==> src/rtl/sc_line_pkg.sv <==
package sc_line_pkg;
  typedef enum logic [1:0] {TX_IDLE, TX_SEND, TX_GUARD} tx_state_e;
  typedef enum logic {RX_IDLE, RX_BUSY} rx_state_e;
endpackage

==> src/rtl/sc_line_tx.sv <==
module sc_line_tx
  import sc_line_pkg::*;
#(
  parameter int OVS = 16,
  parameter int DW  = 8
) (
  input  logic          clk,
  input  logic          rst,
  input  logic          tick,
  input  logic          we,
  input  logic [DW-1:0] data,
  input  logic          line_in,
  output logic          busy,
  output logic          low,
  output logic          done_irq,
  output logic          done_level
);
  localparam int NB   = DW + 3;
  localparam int HALF = OVS / 2;
  localparam int CW   = $clog2(OVS);
  localparam int BW   = $clog2(NB);

  tx_state_e      state_q;
  logic [NB-1:0]  frame_q;
  logic [BW-1:0]  bit_q;
  logic [CW-1:0]  tcnt_q;

  always_ff @(posedge clk) begin
    if (rst) begin
      state_q    <= TX_IDLE;
      frame_q    <= '1;
      bit_q      <= '0;
      tcnt_q     <= '0;
      busy       <= 1'b0;
      low        <= 1'b0;
      done_irq   <= 1'b0;
      done_level <= 1'b0;
    end else begin
      done_irq <= 1'b0;
      case (state_q)
        TX_IDLE: begin
          if (we) begin
            frame_q <= {1'b1, ^data, data, 1'b0};
            low     <= 1'b1;
            bit_q   <= '0;
            tcnt_q  <= '0;
            busy    <= 1'b1;
            state_q <= TX_SEND;
          end
        end
        TX_SEND: begin
          if (tick) begin
            if (tcnt_q == CW'(OVS - 1)) begin
              tcnt_q <= '0;
              if (bit_q == BW'(NB - 1)) begin
                low     <= 1'b0;
                state_q <= TX_GUARD;
              end else begin
                bit_q   <= bit_q + 1'b1;
                low     <= ~frame_q[1];
                frame_q <= {1'b1, frame_q[NB-1:1]};
              end
            end else begin
              tcnt_q <= tcnt_q + 1'b1;
            end
          end
        end
        default: begin
          if (tick) begin
            if (tcnt_q == CW'(HALF - 1)) begin
              done_irq   <= 1'b1;
              done_level <= line_in;
              busy       <= 1'b0;
              state_q    <= TX_IDLE;
            end else begin
              tcnt_q <= tcnt_q + 1'b1;
            end
          end
        end
      endcase
    end
  end

  // the driver may pull low only inside a frame
  a_r2_low_only_busy: assert property (@(posedge clk) disable iff (rst)
    low |-> busy);
  // completion request is a single-cycle pulse
  a_r3_irq_single: assert property (@(posedge clk) disable iff (rst)
    done_irq |=> !done_irq);
  // busy has dropped when the request is raised
  a_r3_irq_idle: assert property (@(posedge clk) disable iff (rst)
    done_irq |-> !busy);
  // a write during a frame leaves the frame untouched
  a_r4_busy_ignores: assert property (@(posedge clk) disable iff (rst)
    (busy && we && state_q == TX_GUARD) |=> $stable(frame_q));
endmodule

==> src/rtl/sc_line_rx.sv <==
module sc_line_rx
  import sc_line_pkg::*;
#(
  parameter int OVS = 16,
  parameter int DW  = 8
) (
  input  logic          clk,
  input  logic          rst,
  input  logic          tick,
  input  logic          line_in,
  input  logic          gate,
  output logic          fin,
  output logic          fin_bad,
  output logic [DW-1:0] data
);
  localparam int HALF     = OVS / 2;
  localparam int CW       = $clog2(OVS);
  localparam int BW       = $clog2(DW + 3);
  localparam int PAR_IDX  = DW + 1;
  localparam int STOP_IDX = DW + 2;

  rx_state_e      state_q;
  logic           prev_q;
  logic [CW-1:0]  tcnt_q;
  logic [BW-1:0]  bit_q;
  logic [DW-1:0]  sh_q;
  logic           par_q;
  logic [CW-1:0]  last;
  logic           samp;

  assign last    = (bit_q == '0) ? CW'(HALF - 1) : CW'(OVS - 1);
  assign samp    = (state_q == RX_BUSY) && tick && (tcnt_q == last);
  assign fin     = samp && (bit_q == BW'(STOP_IDX));
  assign fin_bad = ^{sh_q, par_q};
  assign data    = sh_q;

  always_ff @(posedge clk) begin
    if (rst) begin
      state_q <= RX_IDLE;
      prev_q  <= 1'b0;
      tcnt_q  <= '0;
      bit_q   <= '0;
      sh_q    <= '0;
      par_q   <= 1'b0;
    end else if (tick) begin
      if (state_q == RX_IDLE) begin
        prev_q <= gate ? 1'b0 : line_in;
        if (!gate && prev_q && !line_in) begin
          state_q <= RX_BUSY;
          tcnt_q  <= '0;
          bit_q   <= '0;
        end
      end else if (samp) begin
        tcnt_q <= '0;
        bit_q  <= bit_q + 1'b1;
        if (bit_q == '0) begin
          if (line_in) begin
            state_q <= RX_IDLE;
            prev_q  <= line_in;
          end
        end else if (bit_q == BW'(PAR_IDX)) begin
          par_q <= line_in;
        end else if (bit_q == BW'(STOP_IDX)) begin
          state_q <= RX_IDLE;
          prev_q  <= line_in;
        end else begin
          sh_q <= {line_in, sh_q[DW-1:1]};
        end
      end else begin
        tcnt_q <= tcnt_q + 1'b1;
      end
    end
  end

  // no start is accepted while the wire is owned locally
  a_r10_gate_blocks: assert property (@(posedge clk) disable iff (rst)
    (state_q == RX_IDLE && gate) |=> state_q == RX_IDLE);
endmodule

==> src/rtl/sc_line_uart.sv <==
module sc_line_uart #(
  parameter int OVS = 16,
  parameter int DW  = 8
) (
  input  logic          clk,
  input  logic          rst,
  input  logic          baud_tick,
  input  logic          cfg_we,
  input  logic          cfg_err_en,
  input  logic          tx_we,
  input  logic [DW-1:0] tx_data,
  input  logic          rx_rd,
  input  logic          line_in,
  output logic          line_pull,
  output logic          err_en,
  output logic          tx_busy,
  output logic          tx_done_irq,
  output logic          line_at_done,
  output logic [DW-1:0] rx_data,
  output logic          rx_perr,
  output logic          rx_full,
  output logic          rx_done_irq
);
  logic          tx_low;
  logic          fin;
  logic          fin_bad;
  logic [DW-1:0] rx_word;
  logic          err_pull_q;
  logic          err_en_q;

  sc_line_tx #(.OVS(OVS), .DW(DW)) u_tx (
    .clk(clk), .rst(rst), .tick(baud_tick), .we(tx_we), .data(tx_data),
    .line_in(line_in), .busy(tx_busy), .low(tx_low),
    .done_irq(tx_done_irq), .done_level(line_at_done)
  );

  sc_line_rx #(.OVS(OVS), .DW(DW)) u_rx (
    .clk(clk), .rst(rst), .tick(baud_tick), .line_in(line_in),
    .gate(tx_busy | err_pull_q), .fin(fin), .fin_bad(fin_bad), .data(rx_word)
  );

  always_ff @(posedge clk) begin
    if (rst) begin
      err_en_q    <= 1'b0;
      err_pull_q  <= 1'b0;
      rx_perr     <= 1'b0;
      rx_full     <= 1'b0;
      rx_data     <= '0;
      rx_done_irq <= 1'b0;
    end else begin
      rx_done_irq <= fin;
      if (cfg_we) err_en_q <= cfg_err_en;
      if (fin) begin
        rx_data    <= rx_word;
        rx_full    <= 1'b1;
        rx_perr    <= fin_bad;
        err_pull_q <= fin_bad & err_en_q;
      end else if (rx_rd) begin
        rx_full    <= 1'b0;
        rx_perr    <= 1'b0;
        err_pull_q <= 1'b0;
      end
    end
  end

  assign err_en    = err_en_q;
  assign line_pull = tx_low | err_pull_q;

  // error drive persists until the buffer is read
  a_r7_pull_hold: assert property (@(posedge clk) disable iff (rst)
    (err_pull_q && !rx_rd) |=> err_pull_q);
  // a read with no new character clears flags and drive together
  a_r8_read_clears: assert property (@(posedge clk) disable iff (rst)
    (rx_rd && !fin) |=> (!err_pull_q && !rx_perr && !rx_full));
  // the drive only starts when the enable was set
  a_r9_needs_enable: assert property (@(posedge clk) disable iff (rst)
    $rose(err_pull_q) |-> $past(err_en_q));
  // a parity flag always belongs to a buffered character
  a_r6_perr_with_full: assert property (@(posedge clk) disable iff (rst)
    rx_perr |-> rx_full);
endmodule

==> config.mk <==
export PLATFORM = sky130hd
export DESIGN_NAME = sc_line_uart
export DESIGN_NICKNAME = d
export VERILOG_FILES = /design/src/rtl/sc_line_pkg.sv /design/src/rtl/sc_line_tx.sv /design/src/rtl/sc_line_rx.sv /design/src/rtl/sc_line_uart.sv
export SDC_FILE = /design/constraint.sdc
export NUM_CORES = 1
export LEC_CHECK = 0
export BUFFER_PORTS_ARGS = -buffer_cell sky130_fd_sc_hd__buf_2
export CORE_ASPECT_RATIO = 0.7
export CORE_MARGIN = 5
export CORE_UTILIZATION = 28
export CTS_BUF_LIST = sky130_fd_sc_hd__clkbuf_16
export DETAILED_ROUTE_END_ITERATION = 16
export GPL_TIMING_DRIVEN = 0
export PLACE_DENSITY = 0.55
export SLEW_MARGIN = 20
export SYNTH_ARGS = -nofsm -noshare
export SYNTH_HDL_FRONTEND = slang
export SYNTH_SLANG_ARGS = --single-unit
==> constraint.sdc <==
create_clock -name clk -period 1.9 [get_ports clk]
set_input_delay 0.095 -clock clk [delete_from_list [all_inputs] [get_ports clk]]
set_output_delay 0.095 -clock clk [all_outputs]
set_load 0.02 [all_outputs]
Word level (Yosys, flattened, before mapping):

Cells that the tools add are included.

* $add $sub $neg: 4
* bitwise gates (word level): 10
* reduce and logical (&&, ||, !) cells: 30
* equal/unequal tests: 17
* multiplexer cells: 55

Operators by type and width (number)
* $mux 4: 14
* $mux 11: 4
* $mux 1: 25
* $pmux 11 s2: 1
* $add 4x1->4 const B: 4
* $eq 4x4->1 const B: 4
* $pmux 4 s2: 2
* $reduce_and 5->1: 3
* $mux 2: 6
* $ne 3x3->1 const B: 4
* $reduce_and 4->1: 3
* $reduce_and 6->1: 2
* $reduce_bool 2->1: 5
* $reduce_xor 9->1: 1
* $ne 2x2->1 const B: 4
* $reduce_xor 8->1: 1
* $not 1->1: 7
* $reduce_and 3->1: 2
* $logic_and 1x1->1: 5
* $eq 4x3->1 const B: 1
* $eq 4x4->1: 1
* $logic_not 4->1: 1
* $ne 2x1->1 const B: 2
* $pmux 1 s2: 2
* 10 further kinds: 12

* register bits after elaboration: 57
* input port bits: 16

Depth between registers and ports, before layout:

Gate-level depths: netlist of the first run.

* depth in word-level cells: 6
* mapped depth: 9

Cells and area by module:

Synthesis of the first run repeated with hierarchy kept, for this count alone.

* cell total of the unflattened synthesis: 315
* area total of the unflattened synthesis: 2783.9 um2

Modules (own cells, without submodules)
* sc_line_tx: area an instance 1191.1 um2, cells an instance 146, seq. area each 460.4 um2, instances 1
* sc_line_rx: area an instance 1129.8 um2, cells an instance 124, seq. area each 380.4 um2, instances 1
* sc_line_uart: area an instance 462.9 um2, cells an instance 45, seq. area each 260.2 um2, instances 1

Least setup slack after synthesis of the first run:

No wires, ideal clock.

* path kind: register to register
* from: reg u_rx.bit_q[0]
* to: reg u_rx.bit_q[3]
* arrival time: 1688 ps
* buffers on the path: 0
* setup slack: 142 ps
* required time: 1830 ps
* cell stages (with the launch flop): 8
* path through: dfxtp_1 > inv_1 > ha_1 > nor3b_2 > xnor2_1 > o22a_1 > or3_1 > a21oi_1

* cells in the longest elaborated chain, start to end: 6

Ends and longest elaborated chain
* start, declared: line sc_line_rx.sv:25 `logic [BW-1:0] bit_q;`
* start signal, assigned: line sc_line_rx.sv:55 `bit_q <= bit_q + 1'b1;`
* $logic_not 4->1: line sc_line_rx.sv:31 `assign last = (bit_q == '0) ? CW'(HALF - 1) : CW'(OVS - 1);`
* $mux 4: line sc_line_rx.sv:31
* $eq 4x4->1: line sc_line_rx.sv:32 `assign samp = (state_q == RX_BUSY) && tick && (tcnt_q == last);`
* $logic_and 1x1->1: line sc_line_rx.sv:32
* $ne 2x2->1 (no source line)
* $reduce_and 3->1 (no source line)

Parallel ways exist; a longest one is shown, timed or not. The select of a mux whose other input is x is not followed.
A chain may end at the register's enable or synchronous reset.

Worst setup path after layout of the first run:

* from: reg u_tx.tcnt_q[1]
* to: reg u_tx.frame_q[8]

* cells in the longest elaborated chain, start to end: 3

Ends and longest elaborated chain
* start, declared: line sc_line_tx.sv:26 `logic [CW-1:0] tcnt_q;`
* start signal, assigned: line sc_line_tx.sv:64 `tcnt_q <= tcnt_q + 1'b1;`
* start signal, assigned: line sc_line_tx.sv:76 `tcnt_q <= tcnt_q + 1'b1;`
* $eq 4x4->1: line sc_line_tx.sv:53 `if (tcnt_q == CW'(OVS - 1)) begin`
* $ne 2x1->1 (no source line)
* $reduce_and 5->1 (no source line)
* end signal, assigned: line sc_line_tx.sv:43 `frame_q <= {1'b1, ^data, data, 1'b0};`
* end signal, assigned: line sc_line_tx.sv:61 `frame_q <= {1'b1, frame_q[NB-1:1]};`
* end, declared: line sc_line_tx.sv:24 `logic [NB-1:0] frame_q;`

Every way passes these cells.

==> results of run 1 <==
[metal layers]
layer  routed length, µm  GRT usage, %  part of all wire, %  up-vias
met5                   0             0                    0        -
met4                  79          3.48                  1.3        0
met3                 241          2.46                  4.1        8
met2                2530          15.3                   43       43
met1                3100          14.3                   52      980
li1                    -             -                    -     1118
[final timing paths]
| path | start | to | slack, ns | cells past startpoint |
|---|---|---|---|---|
| max reg2reg | u_tx.tcnt_q[1]$_SDFFE_PP0P_ | u_tx.frame_q[8]$_SDFFE_PP1P_ | 0.08 | 7 |
| min reg2reg | u_tx.frame_q[1]$_SDFFE_PP1P_ | u_tx.frame_q[1]$_SDFFE_PP1P_ | 0.46 | 1 |
| min | cfg_err_en | err_en$_SDFFE_PP0P_ | 0.04 | 3 |
| max | u_tx.tcnt_q[1]$_SDFFE_PP0P_ | u_tx.frame_q[8]$_SDFFE_PP1P_ | 0.08 | 7 |
[worst min-delay path: cells and delay by family]
kind / cells / cell delay (ns)
buf+inv: 1 / 0.08
simple gates: 1 / 0.07
mux: 1 / 0.06
[stage by stage]
stage	utilization, %	hold slack, ns
after floorplan	-	0.189
after CTS	34.5	0.0323
after global placement	32.4	0.345
final	35.7	0.0396
after detailed placement	32.4	0.341
after global routing	35.7	0.0551
[repair_timing]
action	in CTS	in global routing
buffers inserted	2	5
setup endpoints to repair	14	30
resized for setup	2	21
cloned	0	1
pin swaps	1	4
hold endpoints to repair	0	0
[cells in the final DEF, fill, tap and decap left out, drive strengths merged, types with 6 or more instances in the layout]
cell type and count:
nand3 6, nor2 37, a21oi 25, clkbuf 10
mux2i 20, dfxtp 55, o21ai 10, nand2 30
a211o 9, nand3b 6, buf 47, xnor2 19
ha 8, inv 12
[state kept, by name, summed over array words and instances (netlist names), 2 cells and up]
signal	flops
rx_data	8
u_rx.bit_q	4
u_rx.data	8
u_rx.tcnt_q	4
u_tx.bit_q	4
u_tx.frame_q	9
u_tx.state_q	2
u_tx.tcnt_q	4
[power breakdown]
part           leakage (µW)  internal [µW]  switching [µW]
logic              0.000749            106             133
clock network     0.0000863            637             448
registers          0.000449           1190            26.4
[area by class of cell]
cell class | count | area [µm²] | area share [%]
timing repair buffer | 39 | 213 | 6.49
inverter | 10 | 37.5 | 1.14
sequential | 55 | 1110 | 33.8
clock buffer | 5 | 125 | 3.82
clock inverter | 3 | 50.0 | 1.53
buffer | 13 | 87.6 | 2.67
tap | 124 | 155 | 4.73
multi-input combinational | 219 | 1500 | 45.8
[kinds of logic (layout without fill, tap and decap cells)]
group	after synthesis	in the layout	share of synthesized area, %
AND/OR/NAND/NOR	107	107	20.6
AO/OA/AOI/OAI	62	62	15.2
flip-flops	55	55	41.3
buffers and inverters	23	70	4.37
XOR/XNOR	22	22	7.23
multiplexers	20	20	7.52
adder cells (fa/ha/maj)	8	8	3.76
==> summary.md, run 1 <==
| Metric | Value |
|---|---|
| Final Max Slew Viols | `0` |
| # setup viols final | `0` |
| Row count | `29` |
| Vias after detailed routing | `2149` |
| Antenna Cells | `0` |
| Most used cell, CP | `buf_6` |
| Antenna violations before repair | `0` |
| HPWL Detailed | `4.35 mm` |
| Final Hold Viols | `0` |
| Placed Area | `2970 µm²` |
| Cell taking the most area after synthesis | `dfxtp_1` |
| Number of global-route vias before repair | `1966` |
| Die X | `127 µm` |
| Core ar. | `9180 µm²` |
| CTS root buf | `clkbuf_16` |
| Antenna viol nets, final | `0` |
| Num CTS Buffers | `5` |
| Buf+Inv Stages, Crit Path | `2` |
| Final cell count without fillers | `468` |
| Pre-CTS WS | `-0.0447 ns` |
| Fill cell count | `933` |
| CP peak stage delay | `0.36 ns` |
| Chip height | `91.6 µm` |
| Synth Net Count | `321` |
| Max_slew headroom | `62.1%` |
| Max-Cap Viols | `0` |
| Area contributors post-synth | `dfxtp_1, mux2i_1, xnor2_1` |
| Layout Nets | `367` |
| LEAKAGE | `0.00128 µW` |
| # clock sinks | `55` |
| Initial Util | `29.0%` |
| DRT Pass-1 Iters | `4` |
| Top-count cell post-synth | `dfxtp_1` |
| Fin crit period | `1.82 ns` |
| Hold_buf cts | `0` |
| Via density | `4.59` |
| Die Area | `11600 µm²` |
| TritonCTS clock tree | `done` |
| Worst min path class | `primary input to register` |
| Synth top area share | `41.3%` |
| Post-route cell area | `3280 µm²` |
| Worst slew pin tran | `0.569 ns` |
| CP top delay family | `simple AND/OR/NAND/NOR gates` |
| Synthesized area | `2660 µm²` |
| Crit path arrival time | `2.01 ns` |
| 1st-iter DRT viols | `99` |
| Worst setup path class | `register to register` |
| Gate count of the mapped netlist | `297` |
| Worst-path clk slew | `0.07 ns` |
| Cells after DPL | `452` |
| Crit end category | `register` |
| First-pass GRT wire length | `9.72 mm` |
| Crit share post-route | `95.7%` |
| Synth cell count leaders | `dfxtp_1, nor2_1, nand2_1, a21oi_1, mux2i_1` |
| GRT Util Overall | `10.2%` |
| Total power draw | `2540 µW` |
| Share of layout cells above drive strength 1 | `22.1%` |
| Clk_skew | `0.00849 ns` |
| Fmax | `0.550 GHz` |
| Worst Setup Slack, final | `0.0817 ns` |
| Ys Warns | `0` |
| Max VDD drop | `0.371 mV` |
| Sequential fraction of the synthesis area | `41.3%` |
| Port Buffers | `31` |
| FFs w/ async S/R, synth | `0%` |
| EDFF count, synth | `0` |
| Top Ports | `32` |
| Status | `complete, no violations` |
| WP data required | `2.09 ns` |
| Syn_area_per_cell | `8.97 µm²` |
| Crit-path cells | `ha_2 -> and3_2 -> a21oi_4 -> or2_1 -> buf_6 -> buf_6 -> a211o_1` |
| Avg WL per Cell | `12.7 µm` |
| Largest net degree at the start of global routing | `20` |
| Slowest CP cell | `dfxtp_1` |
| Critical Path Start Type | `register` |
| Worst-Skew Late Latency | `0.30 ns` |
| PwrDens | `774 nW/µm²` |
| Setup TNS | `0 ns` |
| GR Overflow Total | `0` |
| GPL Wtd Cong | `0.839` |
| Yosys cell types | `49` |
| H-tree Lvls | `2` |
| DRC | `0` |
| Flip-flop and latch count after synthesis | `55` |
| Area grow syn2layout | `23.1%` |
| Most used DFF post-synth | `dfxtp_1` |
| Clk buf depth | `2` |
| CP Max Fanout | `10` |
| Total Wirelength | `5.95 mm` |
(Power assumes the default switching activity.)
==> inputs of run 2 (changes only) <==
--- a/config.mk
+++ b/config.mk
@@ -6,13 +6,15 @@
 export NUM_CORES = 1
 export LEC_CHECK = 0
 export BUFFER_PORTS_ARGS = -buffer_cell sky130_fd_sc_hd__buf_2
+export CAP_MARGIN = 20
 export CORE_ASPECT_RATIO = 0.7
 export CORE_MARGIN = 5
 export CORE_UTILIZATION = 28
 export CTS_BUF_LIST = sky130_fd_sc_hd__clkbuf_16
 export DETAILED_ROUTE_END_ITERATION = 16
+export GPL_ROUTABILITY_DRIVEN = 0
 export GPL_TIMING_DRIVEN = 0
-export PLACE_DENSITY = 0.55
+export PLACE_DENSITY = 0.54
 export SLEW_MARGIN = 20
 export SYNTH_ARGS = -nofsm -noshare
 export SYNTH_HDL_FRONTEND = slang
==> run 2 against run 1 <==
Maximum frequency is 0.20% lower. Non-clock buffer count is 1 lower. Largest cell class unchanged. Sequential power hardly changed. Critical path depth stayed put. Clock skew is 0.0050 ns higher. Via count is 0.33% higher.
==> summary.md, run 2 (synthesized netlist as in run 1, its figures left out) <==
| Metric | Value |
|---|---|
| Status | `complete, no violations` |
| Hold Startpoint | `cfg_err_en` |
| Hold_buf cts | `0` |
| WHS Path Cells | `3` |
| Final Max Slew Viols | `0` |
| Avg WL per Cell | `13.2 µm` |
| First-pass GRT wire length | `10.1 mm` |
| Final cell count without fillers | `467` |
| Core ar. | `9180 µm²` |
| WP data required | `2.12 ns` |
| Worst hold slack | `0.0460 ns` |
| Final Hold Viols | `0` |
| Max-Cap Viols | `0` |
| Routed length on met2 | `2.55 mm` |
| Max_slew headroom | `63.0%` |
| Chip height | `91.6 µm` |
| Worst slew pin tran | `0.555 ns` |
| TritonCTS clock tree | `done` |
| CP Max Fanout | `6` |
| Die Area | `11600 µm²` |
| LEAKAGE | `0.00125 µW` |
| Initial Util | `29.0%` |
| DRC | `0` |
| 1st-iter DRT viols | `87` |
| Hold path endpoint | `err_en$_SDFFE_PP0P_` |
| DRT Pass-1 Iters | `4` |
| H-tree Lvls | `2` |
| WL met3 | `255 µm` |
| Crit-path cells | `inv_1 -> ha_2 -> nor3b_4 -> xnor2_2 -> o22a_2 -> or3_1 -> a21oi_1` |
| CP startpoint | `u_rx.bit_q[0]$_SDFFE_PP0P_` |
| Placed Area | `2970 µm²` |
| Vias after detailed routing | `2156` |
| Cells after DPL | `452` |
| Total Wirelength | `6.18 mm` |
| Row count | `29` |
| Clk buf depth | `2` |
| Crit path arrival time | `2.04 ns` |
| Antenna violations before repair | `0` |
| Largest net degree at the start of global routing | `19` |
| Via density | `4.62` |
| R2r worst-path depth | `7` |
| Worst-path clk slew | `0.07 ns` |
| Antenna Cells | `0` |
| Fin crit period | `1.82 ns` |
| Worst min path class | `primary input to register` |
| Total power draw | `2380 µW` |
| Fmax | `0.549 GHz` |
| Layout Nets | `366` |
| Area grow syn2layout | `22.1%` |
| Reg-to-reg endpoint | `u_rx.bit_q[3]$_SDFFE_PP0P_` |
| Clk_skew | `0.0135 ns` |
| # setup viols final | `0` |
| Slowest CP cell | `dfxtp_4` |
| Most flops, register | `u_tx.frame_q` |
| Number of global-route vias before repair | `2030` |
| CTS root buf | `clkbuf_16` |
| Die X | `127 µm` |
| Final Util | `35.4%` |
| CP peak stage delay | `0.37 ns` |
| HPWL Detailed | `4.46 mm` |
| DR top layer | `met4` |
| Most common cell after layout, fill and taps aside | `dfxtp_1` |
| DRT met1 WL | `3.33 mm` |
| CP top delay family | `simple AND/OR/NAND/NOR gates` |
| Most used cells in the layout excluding fill and tap cells | `dfxtp_1, nor2_1, buf_2` |
| Crit share post-route | `95.9%` |
| Post-route cell area | `3250 µm²` |
| GR Overflow Total | `0` |
| # clock sinks | `55` |
| Buf+Inv Stages, Crit Path | `1` |
| Critical Path Start Type | `register` |
| Worst-Skew Late Latency | `0.30 ns` |
| GRT Util Overall | `10.6%` |
| Antenna viol nets, final | `0` |
| Crit end category | `register` |
| Top Ports | `32` |
| Share of layout cells above drive strength 1 | `21.6%` |
| Max reg flops | `9` |
| Slack of the worst reg-to-reg path | `0.08 ns` |
| Max VDD drop | `0.414 mV` |
| Worst setup path class | `register to register` |
| Num CTS Buffers | `5` |
| Port Buffers | `31` |
| PwrDens | `733 nW/µm²` |
| R2R Path Start | `u_rx.bit_q[0]$_SDFFE_PP0P_` |
-- run 2: through the flow --
step	setup TNS [ns]	setup slack, ns
global placement	-0.0949	-0.0454
finish	0	0.0780
CTS	0	0.00676
detailed placement	-0.237	-0.0854
floorplan	0	0.142
global route	-0.0143	-0.00781
-- run 2: repair_timing --
| action | CTS | global route |
|---|---|---|
| buffers inserted | 0 | 6 |
| setup endpoints to repair | 22 | 30 |
| resized for setup | 7 | 15 |
| cloned | 0 | 1 |
| pin swaps | 1 | 5 |
| hold endpoints to repair | 0 | 0 |
-- run 2: layout make-up --
class / instances / area [µm²]
Buffer: 13 / 83.8
Clock buffer: 5 / 125
Clock inverter: 3 / 22.5
Fill cell: 958 / 5930
Inverter: 10 / 37.5
Multi-Input combinational cell: 219 / 1500
Sequential cell: 55 / 1110
Tap cell: 124 / 155
Timing Repair Buffer: 38 / 218
-- run 2: worst max path at each step --
stage	to	cells after the start
2_1_floorplan	u_rx.bit_q[3]$_SDFFE_PP0P_	7
3_3_place_gp	rx_perr$_SDFFE_PP0P_	7
3_5_place_dp	u_rx.bit_q[3]$_SDFFE_PP0P_	7
4_1_cts	rx_perr$_SDFFE_PP0P_	7
5_1_grt	rx_data[2]$_SDFFE_PP0P_	7
6_report	u_rx.bit_q[3]$_SDFFE_PP0P_	7
-- run 2: per-layer routing --
layer / vias up / global-route usage (%)
met5: - / 0
met4: 0 / 2.68
met3: 4 / 2.52
met2: 36 / 15.1
met1: 1001 / 16.0
li1: 1115 / -
-- run 2: report_power, final --
group	internal (µW)	switching, µW
sequential	1190	27.3
combinational	108	133
clock	494	434
-- run 2: worst reg2reg max path, cell delays in order (launching register included) --
cell and delay, ns:
dfxtp_4 0.37, inv_1 0.08, ha_2 0.20, nor3b_4 0.24, xnor2_2 0.12, o22a_2 0.26, or3_1 0.35, a21oi_1 0.14
==> inputs of run 3 (changes only) <==
--- a/config.mk
+++ b/config.mk
@@ -9,12 +9,12 @@
 export CAP_MARGIN = 20
 export CORE_ASPECT_RATIO = 0.7
 export CORE_MARGIN = 5
-export CORE_UTILIZATION = 28
+export CORE_UTILIZATION = 40
 export CTS_BUF_LIST = sky130_fd_sc_hd__clkbuf_16
 export DETAILED_ROUTE_END_ITERATION = 16
 export GPL_ROUTABILITY_DRIVEN = 0
 export GPL_TIMING_DRIVEN = 0
-export PLACE_DENSITY = 0.54
+export PLACE_DENSITY = 0.69
 export SLEW_MARGIN = 20
 export SYNTH_ARGS = -nofsm -noshare
 export SYNTH_HDL_FRONTEND = slang
==> run 3 against run 2 <==
Register-to-register slack worse by 0.02 ns. Global-route usage grew 2.6 points. Sequential share of layout area up 0.62 points. Clock-buffer cell count did not move. Maximum frequency down 1.1%. Critical endpoint unchanged. Highest routed layer unchanged.
==> summary.md, run 3 (synthesized netlist as in run 1, its figures left out) <==
| Metric | Value |
|---|---|
| Status | `complete, no violations` |
| Net switching share of the total power | `25.2%` |
| Fmax | `0.543 GHz` |
| Layout Nets | `363` |
| R2R Path Start | `u_rx.bit_q[0]$_SDFFE_PP0P_` |
| Total Wirelength | `5.83 mm` |
| Antenna Cells | `0` |
| Slowest CP cell | `dfxtp_4` |
| Worst slew pin tran | `0.604 ns` |
| CP top delay family | `simple AND/OR/NAND/NOR gates` |
| Chip height | `78.3 µm` |
| Worst setup path class | `register to register` |
| Worst hold slack | `0.0250 ns` |
| Critical Path Start Type | `register` |
| CP peak stage delay | `0.37 ns` |
| Number of stages on the worst setup path | `7` |
| Share of layout cells above drive strength 1 | `19.7%` |
| # clock sinks | `55` |
| LEAKAGE | `0.00125 µW` |
| PwrDens | `750 nW/µm²` |
| Setup TNS | `0 ns` |
| Largest net degree at the start of global routing | `20` |
| Hold_buf cts | `0` |
| Fill cell count | `600` |
| Crit-path cells | `inv_1 -> ha_1 -> nor3b_4 -> xnor2_2 -> o22a_2 -> or3_1 -> a21oi_1` |
| Area grow syn2layout | `19.7%` |
| Via density | `5.04` |
| DRC | `0` |
| Avg WL per Cell | `13.5 µm` |
| Buf+Inv Stages, Crit Path | `1` |
| Crit share post-route | `96.9%` |
| Pre-CTS WS | `-0.0517 ns` |
| Clk buf depth | `2` |
| Max reg flops | `9` |
| Number of global-route vias before repair | `1923` |
| Most common cell after layout, fill and taps aside | `dfxtp_1` |
| Port Buffers | `31` |
| WP data required | `2.13 ns` |
| First-pass GRT wire length | `9.14 mm` |
| Most used cells in the layout excluding fill and tap cells | `dfxtp_1, nor2_1, buf_2` |
| Max-Cap Viols | `0` |
| Worst-Skew Late Latency | `0.30 ns` |
| Worst Setup Slack, final | `0.0583 ns` |
| Die X | `108 µm` |
| TritonCTS clock tree | `done` |
| Max_slew headroom | `59.7%` |
| Worst-path clk slew | `0.07 ns` |
| Core ar. | `6340 µm²` |
| Proportion of power drawn by the clock network | `39.5%` |
| Clk_skew | `0.00562 ns` |
| DRT Pass-1 Iters | `5` |
| Total power draw | `2390 µW` |
| Antenna viol nets, final | `0` |
| Most flops, register | `u_tx.frame_q` |
| Final Util | `50.3%` |
| Fin crit period | `1.84 ns` |
| Antenna violations before repair | `0` |
| HPWL Detailed | `4.16 mm` |
| GR Overflow Total | `0` |
| Comb power frac | `9.9%` |
| Reg-to-reg endpoint | `u_rx.bit_q[3]$_SDFFE_PP0P_` |
| # setup viols final | `0` |
| Die Area | `8420 µm²` |
| Top Ports | `32` |
| Switching power | `602 µW` |
| CP startpoint | `u_rx.bit_q[0]$_SDFFE_PP0P_` |
| Crit end category | `register` |
| Vias after detailed routing | `2174` |
| Crit path arrival time | `2.07 ns` |
| Row count | `24` |
| CTS root buf | `clkbuf_16` |
| GRT Util Overall | `13.2%` |
| Worst min path class | `primary input to register` |
| R2r worst-path depth | `7` |
| P_int | `1790 µW` |
| Flop pwr share | `50.7%` |
| H-tree Lvls | `2` |
| Max VDD drop | `0.470 mV` |
| Slack of the worst reg-to-reg path | `0.06 ns` |
| 1st-iter DRT viols | `102` |
| Initial Util | `42.0%` |
| Final Hold Viols | `0` |
| Num CTS Buffers | `5` |
| CP Capture Point | `u_rx.bit_q[3]$_SDFFE_PP0P_` |
| Final Max Slew Viols | `0` |
| CP Max Fanout | `6` |
[run 3: per-layer routing]
metal / track usage (%) / routed length, µm / vias up
li1: - / - / 1110
met1: 19.3 / 3020 / 1011
met2: 19.7 / 2530 / 48
met3: 3.11 / 244 / 5
met4: 3.40 / 40 / 0
met5: 0 / 0 / -
[run 3: how the worst min path moves through the flow]
stage,from,endpoint,slack (ns),cells past startpoint
final,rst,rx_done_irq$_SDFF_PP0_,0.02,2
after global routing,rst,rx_done_irq$_SDFF_PP0_,0.03,2
after CTS,rst,rx_done_irq$_SDFF_PP0_,0.02,2
after detailed placement,rst,rx_done_irq$_SDFF_PP0_,0.34,2
after global placement,cfg_err_en,err_en$_SDFFE_PP0P_,0.33,3
after floorplan,rst,rx_done_irq$_SDFF_PP0_,0.19,1
[run 3: power groups by stage]
stage / Sequential (µW) / Clock (µW) / Combinational, µW
after floorplan: 1240 / 0 / 166
after global placement: 1240 / 0 / 231
after detailed placement: 1240 / 0 / 235
after CTS: 1210 / 960 / 236
final: 1210 / 944 / 236
after global routing: 1220 / 1000 / 265
[run 3: final cells by class]
type	instances	area, µm²	share of cell area, %
Buffer	13	87.6	2.75
Clock buffer	5	125	3.92
Clock inverter	3	25.0	0.785
Inverter	10	37.5	1.18
Multi-Input combinational cell	219	1490	46.7
Sequential cell	55	1110	34.7
Tap cell	91	114	3.57
Timing Repair Buffer	35	201	6.32
[run 3: stage by stage]
step	std cells	cell area [µm²]
after floorplan	297	2660
after global placement	419	2930
after detailed placement	419	2930
after CTS	427	3090
after global routing	431	3190
final	431	3190
[run 3: repair_timing]
item	in CTS	in global routing
buffers inserted	0	3
gates cloned	0	1
gates resized for setup	2	20
setup endpoints to repair	20	29
pin swaps	0	2
